File: src/rtl/txq_pkg.sv
package txq_pkg;

   // Control word field positions, fixed by the descriptor layout in memory
   localparam int CW_LEN_MSB  = 10;
   localparam int CW_LAST     = 15;
   localparam int CW_NOCRC    = 16;
   localparam int CW_EXHAUST  = 27;
   localparam int CW_UNDERRUN = 28;
   localparam int CW_RETRY    = 29;
   localparam int CW_WRAP     = 30;
   localparam int CW_USED     = 31;

   localparam int LEN_W = CW_LEN_MSB + 1;

   localparam logic [31:0] STATUS_MASK = (32'd1 << CW_EXHAUST)
                                       | (32'd1 << CW_UNDERRUN)
                                       | (32'd1 << CW_RETRY);

   typedef enum logic [2:0] {
      ST_IDLE,
      ST_CTRL,
      ST_BADDR,
      ST_WORD,
      ST_EMIT,
      ST_DONE_WB,
      ST_FAIL_WB,
      ST_EXH_WB
   } seq_state_t;

endpackage

File: src/rtl/txq_slot_ptr.sv
module txq_slot_ptr #(
   parameter int ADDR_W = 16,
   parameter int SLOT_W = 4
) (
   input  logic              clk,
   input  logic              rst_n,
   input  logic [ADDR_W-1:0] base_i,
   input  logic              step_i,
   input  logic              wrap_i,
   output logic [ADDR_W-1:0] desc_addr_o,
   output logic [SLOT_W-1:0] slot_o
);
   localparam int OFF_W = SLOT_W + 3;

   generate
      if (OFF_W > ADDR_W) begin : g_bad_off
         $error("txq_slot_ptr: ring offset wider than address");
      end
   endgenerate

   logic [SLOT_W-1:0] slot_q;
   logic [OFF_W-1:0]  off;

   always_ff @(posedge clk or negedge rst_n) begin
      if (!rst_n) begin
         slot_q <= '0;
      end else if (step_i) begin
         slot_q <= wrap_i ? '0 : slot_q + 1'b1;
      end
   end

   assign off         = {slot_q, 3'b000};
   assign desc_addr_o = base_i + ADDR_W'(off);
   assign slot_o      = slot_q;

   p_wrap_r7: assert property (@(posedge clk) disable iff (!rst_n)
      (step_i && wrap_i) |=> (slot_o == '0));

endmodule

File: src/rtl/txq_byte_lane.sv
module txq_byte_lane #(
   parameter bit BIG_ENDIAN = 1'b0
) (
   input  logic [31:0] word_i,
   input  logic [1:0]  lane_i,
   output logic [7:0]  byte_o
);
   generate
      if (BIG_ENDIAN) begin : g_be
         always_comb begin
            unique case (lane_i)
               2'd0:    byte_o = word_i[31:24];
               2'd1:    byte_o = word_i[23:16];
               2'd2:    byte_o = word_i[15:8];
               default: byte_o = word_i[7:0];
            endcase
         end
      end else begin : g_le
         always_comb begin
            unique case (lane_i)
               2'd0:    byte_o = word_i[7:0];
               2'd1:    byte_o = word_i[15:8];
               2'd2:    byte_o = word_i[23:16];
               default: byte_o = word_i[31:24];
            endcase
         end
      end
   endgenerate
endmodule

File: src/rtl/txq_seq.sv
module txq_seq
   import txq_pkg::*;
#(
   parameter int ADDR_W = 16
) (
   input  logic              clk,
   input  logic              rst_n,
   input  logic              start_i,
   input  logic              halt_i,
   input  logic              mac_underrun_i,
   input  logic              mac_retry_i,
   input  logic [ADDR_W-1:0] desc_addr_i,
   output logic              step_o,
   output logic              wrap_o,
   output logic              busy_o,
   output logic              mem_req_o,
   output logic              mem_we_o,
   output logic [ADDR_W-1:0] mem_addr_o,
   output logic [31:0]       mem_wdata_o,
   input  logic              mem_ack_i,
   input  logic [31:0]       mem_rdata_i,
   output logic              tx_valid_o,
   output logic              tx_last_o,
   output logic              tx_nocrc_o,
   output logic [1:0]        lane_o,
   output logic [31:0]       word_o,
   input  logic              tx_ready_i
);
   localparam int BA_W = (ADDR_W < 32) ? ADDR_W : 32;

   seq_state_t         state_q;
   logic [31:0]        ctrl_q;
   logic [ADDR_W-1:0]  baddr_q;
   logic [LEN_W-1:0]   rem_q;
   logic [31:0]        word_q;
   logic               in_frame_q;
   logic [ADDR_W-1:0]  head_addr_q;
   logic [31:0]        head_ctrl_q;
   logic               halt_q;
   logic [1:0]         err_q;

   logic [ADDR_W-1:0]  ctrl_addr;
   logic               err_any;
   logic               stop_at_edge;

   function automatic logic [ADDR_W-1:0] word_align(input logic [ADDR_W-1:0] a);
      return {a[ADDR_W-1:2], 2'b00};
   endfunction

   function automatic logic [31:0] owned_back(input logic [31:0] w);
      return (w & ~STATUS_MASK) | (32'd1 << CW_USED);
   endfunction

   assign ctrl_addr    = desc_addr_i + ADDR_W'(4);
   assign err_any      = mac_underrun_i | mac_retry_i;
   assign stop_at_edge = halt_q | halt_i;

   // Memory port
   always_comb begin
      mem_req_o   = 1'b0;
      mem_we_o    = 1'b0;
      mem_addr_o  = '0;
      mem_wdata_o = '0;
      unique case (state_q)
         ST_CTRL: begin
            mem_req_o  = 1'b1;
            mem_addr_o = word_align(ctrl_addr);
         end
         ST_BADDR: begin
            mem_req_o  = 1'b1;
            mem_addr_o = word_align(desc_addr_i);
         end
         ST_WORD: begin
            mem_req_o  = 1'b1;
            mem_addr_o = word_align(baddr_q);
         end
         ST_DONE_WB: begin
            mem_req_o   = 1'b1;
            mem_we_o    = 1'b1;
            mem_addr_o  = word_align(ctrl_addr);
            mem_wdata_o = owned_back(ctrl_q);
         end
         ST_FAIL_WB: begin
            mem_req_o   = 1'b1;
            mem_we_o    = 1'b1;
            mem_addr_o  = word_align(ctrl_addr);
            mem_wdata_o = owned_back(ctrl_q)
                        | (32'(err_q[0]) << CW_UNDERRUN)
                        | (32'(err_q[1]) << CW_RETRY);
         end
         ST_EXH_WB: begin
            mem_req_o   = 1'b1;
            mem_we_o    = 1'b1;
            mem_addr_o  = word_align(head_addr_q);
            mem_wdata_o = owned_back(head_ctrl_q) | (32'd1 << CW_EXHAUST);
         end
         default: ;
      endcase
   end

   // Ring pointer control and byte stream
   assign step_o     = (state_q == ST_DONE_WB) && mem_ack_i;
   assign wrap_o     = ctrl_q[CW_WRAP];
   assign busy_o     = (state_q != ST_IDLE);
   assign tx_valid_o = (state_q == ST_EMIT);
   assign tx_last_o  = tx_valid_o && (rem_q == LEN_W'(1)) && ctrl_q[CW_LAST];
   assign tx_nocrc_o = tx_valid_o && ctrl_q[CW_NOCRC];
   assign lane_o     = baddr_q[1:0];
   assign word_o     = word_q;

   always_ff @(posedge clk or negedge rst_n) begin
      if (!rst_n) begin
         state_q     <= ST_IDLE;
         ctrl_q      <= '0;
         baddr_q     <= '0;
         rem_q       <= '0;
         word_q      <= '0;
         in_frame_q  <= 1'b0;
         head_addr_q <= '0;
         head_ctrl_q <= '0;
         halt_q      <= 1'b0;
         err_q       <= '0;
      end else begin
         if (halt_i && busy_o) begin
            halt_q <= 1'b1;
         end
         unique case (state_q)
            ST_IDLE: begin
               if (start_i) begin
                  halt_q  <= 1'b0;
                  state_q <= ST_CTRL;
               end
            end
            ST_CTRL: begin
               if (mem_ack_i) begin
                  if (halt_q && !in_frame_q) begin
                     state_q <= ST_IDLE;
                  end else if (mem_rdata_i[CW_USED]) begin
                     state_q <= in_frame_q ? ST_EXH_WB : ST_IDLE;
                  end else begin
                     ctrl_q     <= mem_rdata_i;
                     in_frame_q <= 1'b1;
                     if (!in_frame_q) begin
                        head_addr_q <= ctrl_addr;
                        head_ctrl_q <= mem_rdata_i;
                     end
                     state_q <= ST_BADDR;
                  end
               end
            end
            ST_BADDR: begin
               if (mem_ack_i) begin
                  baddr_q <= ADDR_W'(mem_rdata_i[BA_W-1:0]);
                  rem_q   <= ctrl_q[CW_LEN_MSB:0];
                  state_q <= (ctrl_q[CW_LEN_MSB:0] == '0) ? ST_DONE_WB : ST_WORD;
               end
            end
            ST_WORD: begin
               if (mem_ack_i) begin
                  word_q  <= mem_rdata_i;
                  state_q <= ST_EMIT;
               end
            end
            ST_EMIT: begin
               if (err_any) begin
                  err_q   <= {mac_retry_i, mac_underrun_i};
                  state_q <= ST_FAIL_WB;
               end else if (tx_ready_i) begin
                  rem_q   <= rem_q - 1'b1;
                  baddr_q <= baddr_q + 1'b1;
                  if (rem_q == LEN_W'(1)) begin
                     state_q <= ST_DONE_WB;
                  end else if (baddr_q[1:0] == 2'b11) begin
                     state_q <= ST_WORD;
                  end
               end
            end
            ST_DONE_WB: begin
               if (mem_ack_i) begin
                  if (ctrl_q[CW_LAST]) begin
                     in_frame_q <= 1'b0;
                     state_q    <= stop_at_edge ? ST_IDLE : ST_CTRL;
                  end else begin
                     state_q <= ST_CTRL;
                  end
               end
            end
            ST_FAIL_WB, ST_EXH_WB: begin
               if (mem_ack_i) begin
                  in_frame_q <= 1'b0;
                  state_q    <= ST_IDLE;
               end
            end
            default: state_q <= ST_IDLE;
         endcase
      end
   end

   p_align_r1: assert property (@(posedge clk) disable iff (!rst_n)
      mem_req_o |-> (mem_addr_o[1:0] == 2'b00));

   p_writeback_owned_r5: assert property (@(posedge clk) disable iff (!rst_n)
      (mem_req_o && mem_we_o) |-> mem_wdata_o[CW_USED]);

   p_idle_quiet_r6: assert property (@(posedge clk) disable iff (!rst_n)
      !busy_o |-> (!mem_req_o && !tx_valid_o));

   p_start_busy_r11: assert property (@(posedge clk) disable iff (!rst_n)
      (start_i && !busy_o) |=> busy_o);

   p_last_valid_r4: assert property (@(posedge clk) disable iff (!rst_n)
      tx_last_o |-> tx_valid_o);

   p_abort_r9: assert property (@(posedge clk) disable iff (!rst_n)
      (tx_valid_o && err_any) |=> (mem_we_o && !tx_valid_o && !step_o));

endmodule

File: src/rtl/txq_desc_reader.sv
module txq_desc_reader #(
   parameter int ADDR_W     = 16,
   parameter int SLOT_W     = 4,
   parameter bit BIG_ENDIAN = 1'b0
) (
   input  logic              clk,
   input  logic              rst_n,
   input  logic [ADDR_W-1:0] ring_base_i,
   input  logic              start_i,
   input  logic              halt_i,
   input  logic              mac_underrun_i,
   input  logic              mac_retry_i,
   output logic              busy_o,
   output logic              mem_req_o,
   output logic              mem_we_o,
   output logic [ADDR_W-1:0] mem_addr_o,
   output logic [31:0]       mem_wdata_o,
   input  logic              mem_ack_i,
   input  logic [31:0]       mem_rdata_i,
   output logic              tx_valid_o,
   output logic [7:0]        tx_data_o,
   output logic              tx_last_o,
   output logic              tx_nocrc_o,
   input  logic              tx_ready_i
);
   generate
      if (ADDR_W < 8 || ADDR_W > 32) begin : g_bad_addr
         $error("txq_desc_reader: ADDR_W must lie in 8..32");
      end
      if (SLOT_W < 1 || SLOT_W + 3 > ADDR_W) begin : g_bad_slot
         $error("txq_desc_reader: SLOT_W out of range");
      end
   endgenerate

   logic [ADDR_W-1:0] desc_addr;
   logic [SLOT_W-1:0] slot;
   logic              step;
   logic              wrap;
   logic [1:0]        lane;
   logic [31:0]       word;

   txq_slot_ptr #(
      .ADDR_W (ADDR_W),
      .SLOT_W (SLOT_W)
   ) u_ptr (
      .clk         (clk),
      .rst_n       (rst_n),
      .base_i      (ring_base_i),
      .step_i      (step),
      .wrap_i      (wrap),
      .desc_addr_o (desc_addr),
      .slot_o      (slot)
   );

   txq_seq #(
      .ADDR_W (ADDR_W)
   ) u_seq (
      .clk            (clk),
      .rst_n          (rst_n),
      .start_i        (start_i),
      .halt_i         (halt_i),
      .mac_underrun_i (mac_underrun_i),
      .mac_retry_i    (mac_retry_i),
      .desc_addr_i    (desc_addr),
      .step_o         (step),
      .wrap_o         (wrap),
      .busy_o         (busy_o),
      .mem_req_o      (mem_req_o),
      .mem_we_o       (mem_we_o),
      .mem_addr_o     (mem_addr_o),
      .mem_wdata_o    (mem_wdata_o),
      .mem_ack_i      (mem_ack_i),
      .mem_rdata_i    (mem_rdata_i),
      .tx_valid_o     (tx_valid_o),
      .tx_last_o      (tx_last_o),
      .tx_nocrc_o     (tx_nocrc_o),
      .lane_o         (lane),
      .word_o         (word),
      .tx_ready_i     (tx_ready_i)
   );

   txq_byte_lane #(
      .BIG_ENDIAN (BIG_ENDIAN)
   ) u_lane (
      .word_i (word),
      .lane_i (lane),
      .byte_o (tx_data_o)
   );

   p_hold_r12: assert property (@(posedge clk) disable iff (!rst_n)
      (tx_valid_o && !tx_ready_i && !mac_underrun_i && !mac_retry_i)
      |=> (tx_valid_o && $stable(tx_data_o) && $stable(tx_last_o) && $stable(tx_nocrc_o)));

   p_slot_hold_r6: assert property (@(posedge clk) disable iff (!rst_n)
      !busy_o |=> (slot == $past(slot)));

endmodule

File: config.mk
export PLATFORM = sky130hd
export DESIGN_NAME = txq_desc_reader
export DESIGN_NICKNAME = d
export VERILOG_FILES = /design/src/rtl/txq_pkg.sv /design/src/rtl/txq_slot_ptr.sv /design/src/rtl/txq_byte_lane.sv /design/src/rtl/txq_seq.sv /design/src/rtl/txq_desc_reader.sv
export SDC_FILE = /design/constraint.sdc
export NUM_CORES = 1
export LEC_CHECK = 0
export ABC_AREA = 0
export BUFFER_PORTS_ARGS = -buffer_cell sky130_fd_sc_hd__clkbuf_2
export CORE_ASPECT_RATIO = 1.5
export CORE_UTILIZATION = 49
export DETAILED_ROUTE_END_ITERATION = 10
export PLACE_DENSITY = 0.73
export SLEW_MARGIN = 30
export SYNTH_ARGS = -nofsm -noshare
export SYNTH_HDL_FRONTEND = slang
export SYNTH_HIERARCHICAL = 1
export SYNTH_SLANG_ARGS = --single-unit
File: constraint.sdc
create_clock -name clk -period 5.3 [get_ports clk]
set_clock_uncertainty 0.15 [all_clocks]
set_input_delay 0.795 -clock clk [delete_from_list [all_inputs] [get_ports clk]]
set_output_delay 0.795 -clock clk [all_outputs]
set_load 0.02 [all_outputs]
# [Yosys cells after proc, flatten, opt, wreduce, memory -nomap -nowiden]
# Index checks and enable logic that the tools add are counted.
[word_totals] register_bits=148 input_bits=56 word_cells=112
[op_classes] n_addsub=5 n_eq_ne=24 mux=41 n_bitwise=7 reduce_logical=24
[op_table] op="case mux 32 bit (3 select lines)" count=1
[op_table] op="case mux 16 bit (4 select lines)" count=1
[op_table] op="two-way mux 16 bit" count=3
[op_table] op="two-way mux 3 bit" count=15
[op_table] op="two-way mux 11 bit" count=3
[op_table] op="bitwise OR 32 x 29 -> 32 bit" count=1
[op_table] op="bitwise OR 32 x 30 -> 32 bit" count=1
[op_table] op="case mux 16 bit (2 select lines)" count=1
[op_table] op="case mux 8 bit (3 select lines)" count=1
[op_table] op="case mux 11 bit (2 select lines)" count=1
[op_table] op="case mux 3 bit (7 select lines)" count=1
[op_table] op="!= test 2 bit (second input constant)" count=10
[op_table] op="adder 16 x 1 -> 16 bit (second input constant)" count=1
[op_table] op="adder 16 x 3 -> 16 bit (second input constant)" count=1
[op_table] op="adder 16 x 7 -> 16 bit" count=1
[op_table] op="equality test 3 bit (second input constant)" count=4
[op_table] op="two-way mux 1 bit" count=12
[op_table] op="equality test 11 x 1 -> 1 bit (second input constant)" count=1
[op_table] op="logical NOT 11 bit" count=1
[op_table] op="subtractor 11 x 1 -> 11 bit (second input constant)" count=1
[op_table] op="AND reduction 4 bit" count=2
[op_table] op="AND reduction 8 bit" count=1
[op_table] op="AND reduction 7 bit" count=1
[op_table] op="equality test 3 x 2 -> 1 bit (second input constant)" count=2
[op_table] op="22 further kinds" count=34

# [Logic depth before layout (Yosys ltp)]
[depth] ltp_word=6 depth_mapped=11 ltp_nobuf=10

# [By module]
# The synthesis kept the hierarchy.
[by_module_without_submodules] module="txq_seq" instances=1 cells_each=699 area_each_um2=7315.8
[by_module_without_submodules] module="txq_slot_ptr" instances=1 cells_each=57 area_each_um2=513.0
[by_module_without_submodules] module="txq_byte_lane" instances=1 cells_each=10 area_each_um2=196.4

# [Worst setup path after synthesis]
# No wires, ideal clock.
[synth_timing] kind="input to output" from="input port ring_base_i[3]" to="output port mem_addr_o[15]" arrival_ns=3.437 required_time_ns=4.355 setup_slack_ns=0.918 cell_stages=11 cell_sequence="ha_1 > fa_1 > a21o_1 > o21a_4 > and3_4 > xor2_2 > clkbuf_1 > nand4_1 > nor4_1 > mux2i_1 > a22o_1"
[synth_via] elab_chain_cells=3
[synth_rtl] item="start: declaration" line_no="txq_desc_reader.sv:8" source="input logic [ADDR_W-1:0] ring_base_i,"
[synth_rtl] item="adder 16 x 7 -> 16 bit" line_no="txq_slot_ptr.sv:33" source="assign desc_addr_o = base_i + ADDR_W'(off);"
[synth_rtl] item="net desc_addr[11]" line_no="txq_desc_reader.sv:35" source="logic [ADDR_W-1:0] desc_addr;"
[synth_rtl] item="adder 16 x 3 -> 16 bit" line_no="txq_seq.sv:54" source="assign ctrl_addr = desc_addr_i + ADDR_W'(4);"
[synth_rtl] item="case mux 16 bit (4 select lines)" line_no="txq_seq.sv:64" source="unique case (state_q)"
[synth_rtl] item="end: declaration" line_no="txq_desc_reader.sv:16" source="output logic [ADDR_W-1:0] mem_addr_o,"
# The timed path passes the listed nets, and every way through them passes these cells.

# [Worst setup path after layout]
# Ends and elaborated chain as after synthesis.

==> impl_metrics.tcl <==
set metrics [dict create \
    die_area_sq_mm 0.0169 \
    grt_pass1_vias 6479 \
    startpoint_type "input port" \
    fin_crit_ns 4.71 \
    criticalPathCategory "input port to output pin" \
    multiInputGateArea_sq_mm 0.00417 \
    crit_required_ns 4.36 \
    synth_area_sq_mm 0.00801 \
    nNetsFinal 924 \
    routedWlPerCell_microns 19.7 \
    start_util_pct 50.6 \
    highest_layer "met4" \
    cts_resized 0 \
    setup_violations 0 \
    clock-root-buffer "clkbuf_16" \
    gr-total-overflow 0 \
    design_area_sq_mm 0.00934 \
    worst_pin_slew_ns 0.929 \
    routabilityCongestion 0.904 \
    wirelength_mm 21.1 \
    dr_wl_met2_mm 10.6 \
    drtIter0Drc 549 \
    timing.hold.ws_ns 0.306 \
    finalSetupTns_ns 0 \
    worstPathMaxFanout 7 \
    post_dp_cell_area_sq_mm 0.00874 \
    fin_crit_sh_pct 88.9 \
    antenna_found_initial 0 \
    hold_viol 0 \
    final_util_pct 59.0 \
    grt_max_degree 102 \
    drtPass1Iterations 5 \
    worstPathCellList "clkbuf_2 > ha_1 > fa_1 > a21o_1 > o21a_4 > xor2_1 > nand4_1 > nor4_1 > mux2i_1 > a22o_1 > clkbuf_2" \
    drc 0 \
    critical-path-top-delay-family "simple AND/OR/NAND/NOR gates" \
    grt_pass1_wl_mm 33.9 \
    status "finished clean" \
    synthCells 764 \
    cts_max_level 4 \
    final_max_slew_viol_count 0 \
    cap_violations 0 \
    register_area_sq_mm 0.00350 \
    dp_hpwl_mm 14.3 \
    cellLeakagePower_nw 4.14 \
    n_antenna_cell 0 \
    min_path_type "input port to async pin" \
    fill_cells 1360 \
    critPathArrivalTime_ns 3.77 \
    viasPerCell 6.10 \
    clock_latency_ns 0.42 \
    ant_nets 0 \
    setup_ws_ns 0.588 \
    clockBufferDepth 2 \
    postCtsHoldBufs 0 \
    track_usage_pct 26.0 \
    clkTransAtPathRegs_ns 0.06 \
    powerDensity_mw_per_mm2 622 \
    cts_tree "yes" \
    cts_setup_buffers 0 \
    die-width_microns 106 \
    port_buffers 113 \
    fmax_mhz 212 \
    yosysWarnings 6 \
    syn_area_per_cell_sq_um 10.5 \
    path_buf_inv 2 \
    cpPeakStageDelay_ns 0.52 \
    end_kind "output pin" \
    cts.sinks 140 \
    dr_total_vias 6555 \
    crit_slowest_cell "nor4_1" \
    path_common_cell "clkbuf_2" \
    pin_count 118 \
    wl_met1_mm 8.67 \
    dr_wl_met3_mm 1.06 \
    slew_headroom_pct 37.8 \
    pre_cts_ws_ns 0.645 \
    peakVddDrop_uv 298 \
    drive_gt1_share_pct 31.9 \
    rsz0062_at_grt "no" \
    rows 56 \
    die_h_microns 159 \
    cts_buffers 17 \
    core_sq_mm 0.0158 \
    syn2layout_area_growth_pct 16.6 \
]
flip-flops by register name, indices dropped and copies added, names as in the netlist:
register	flops
u_ptr/slot_o	4
u_seq/baddr_q	16
u_seq/ctrl_q	28
u_seq/err_q	2
u_seq/halt_q	1
u_seq/head_addr_q	14
u_seq/head_ctrl_q	28
u_seq/in_frame_q	1
u_seq/rem_q	11
u_seq/state_q	3
u_seq/word_o	32
metal layers:
| layer | vias up | GRT usage [%] |
|---|---|---|
| met4 | 0 | 12.7 |
| li1 | 3034 | - |
| met1 | 3235 | 30.9 |
| met2 | 241 | 45.3 |
| met3 | 45 | 4.42 |
| met5 | - | 0 |
power by group:
part	internal [mW]	switching, mW
combinational	1.12	1.47
sequential	1.55	0.478
clock	0.714	0.480
placed cells by master (no fill, tap or decap), drive strengths merged, types with 5 or more instances in the layout:
cell	n
clkbuf	131
o21ai	48
o22ai	14
a31oi	5
mux2	95
nand3	22
a21oi	49
dfrtp	140
o211ai	5
nor2	37
clkinv	5
o31ai	5
nand4	12
ha	9
xnor2	20
inv	27
a2bb2oi	5
nand2	35
xor2	11
mux4	8
mux2i	17
a22o	32
nor3	18
buf	18
and3	10
nor4	13
layout make-up:
class                      count  area share (%)
multi-input combinational    545            44.7
timing repair buffer         131            7.73
clock inverter                14            1.69
inverter                      23           0.925
tap                          203            2.72
sequential                   140            37.5
clock buffer                  18            4.70
metrics by stage:
step	power, mW	instances
5_1_grt	6.18	1074
2_1_floorplan	3.84	765
3_3_place_gp	4.53	1042
6_report	5.81	1074
3_5_place_dp	4.60	1042
4_1_cts	5.82	1074
final timing paths:
path | from | depth (start not counted) | to | slack, ns
max | ring_base_i[3] | 11 | mem_addr_o[15] | 0.59
min | rst_n | 1 | u_seq/err_q[1] | 0.31
max reg2reg | u_seq/state_q[1] | 6 | u_seq/rem_q[0] | 1.92
min reg2reg | u_seq/err_q[0] | 2 | u_seq/err_q[0] | 0.31
max in group asynchronous | rst_n | 2 | u_seq/baddr_q[3] | 3.63
min in group clk | u_seq/err_q[0] | 2 | u_seq/err_q[0] | 0.31
Power figures use the tool's default switching activity.
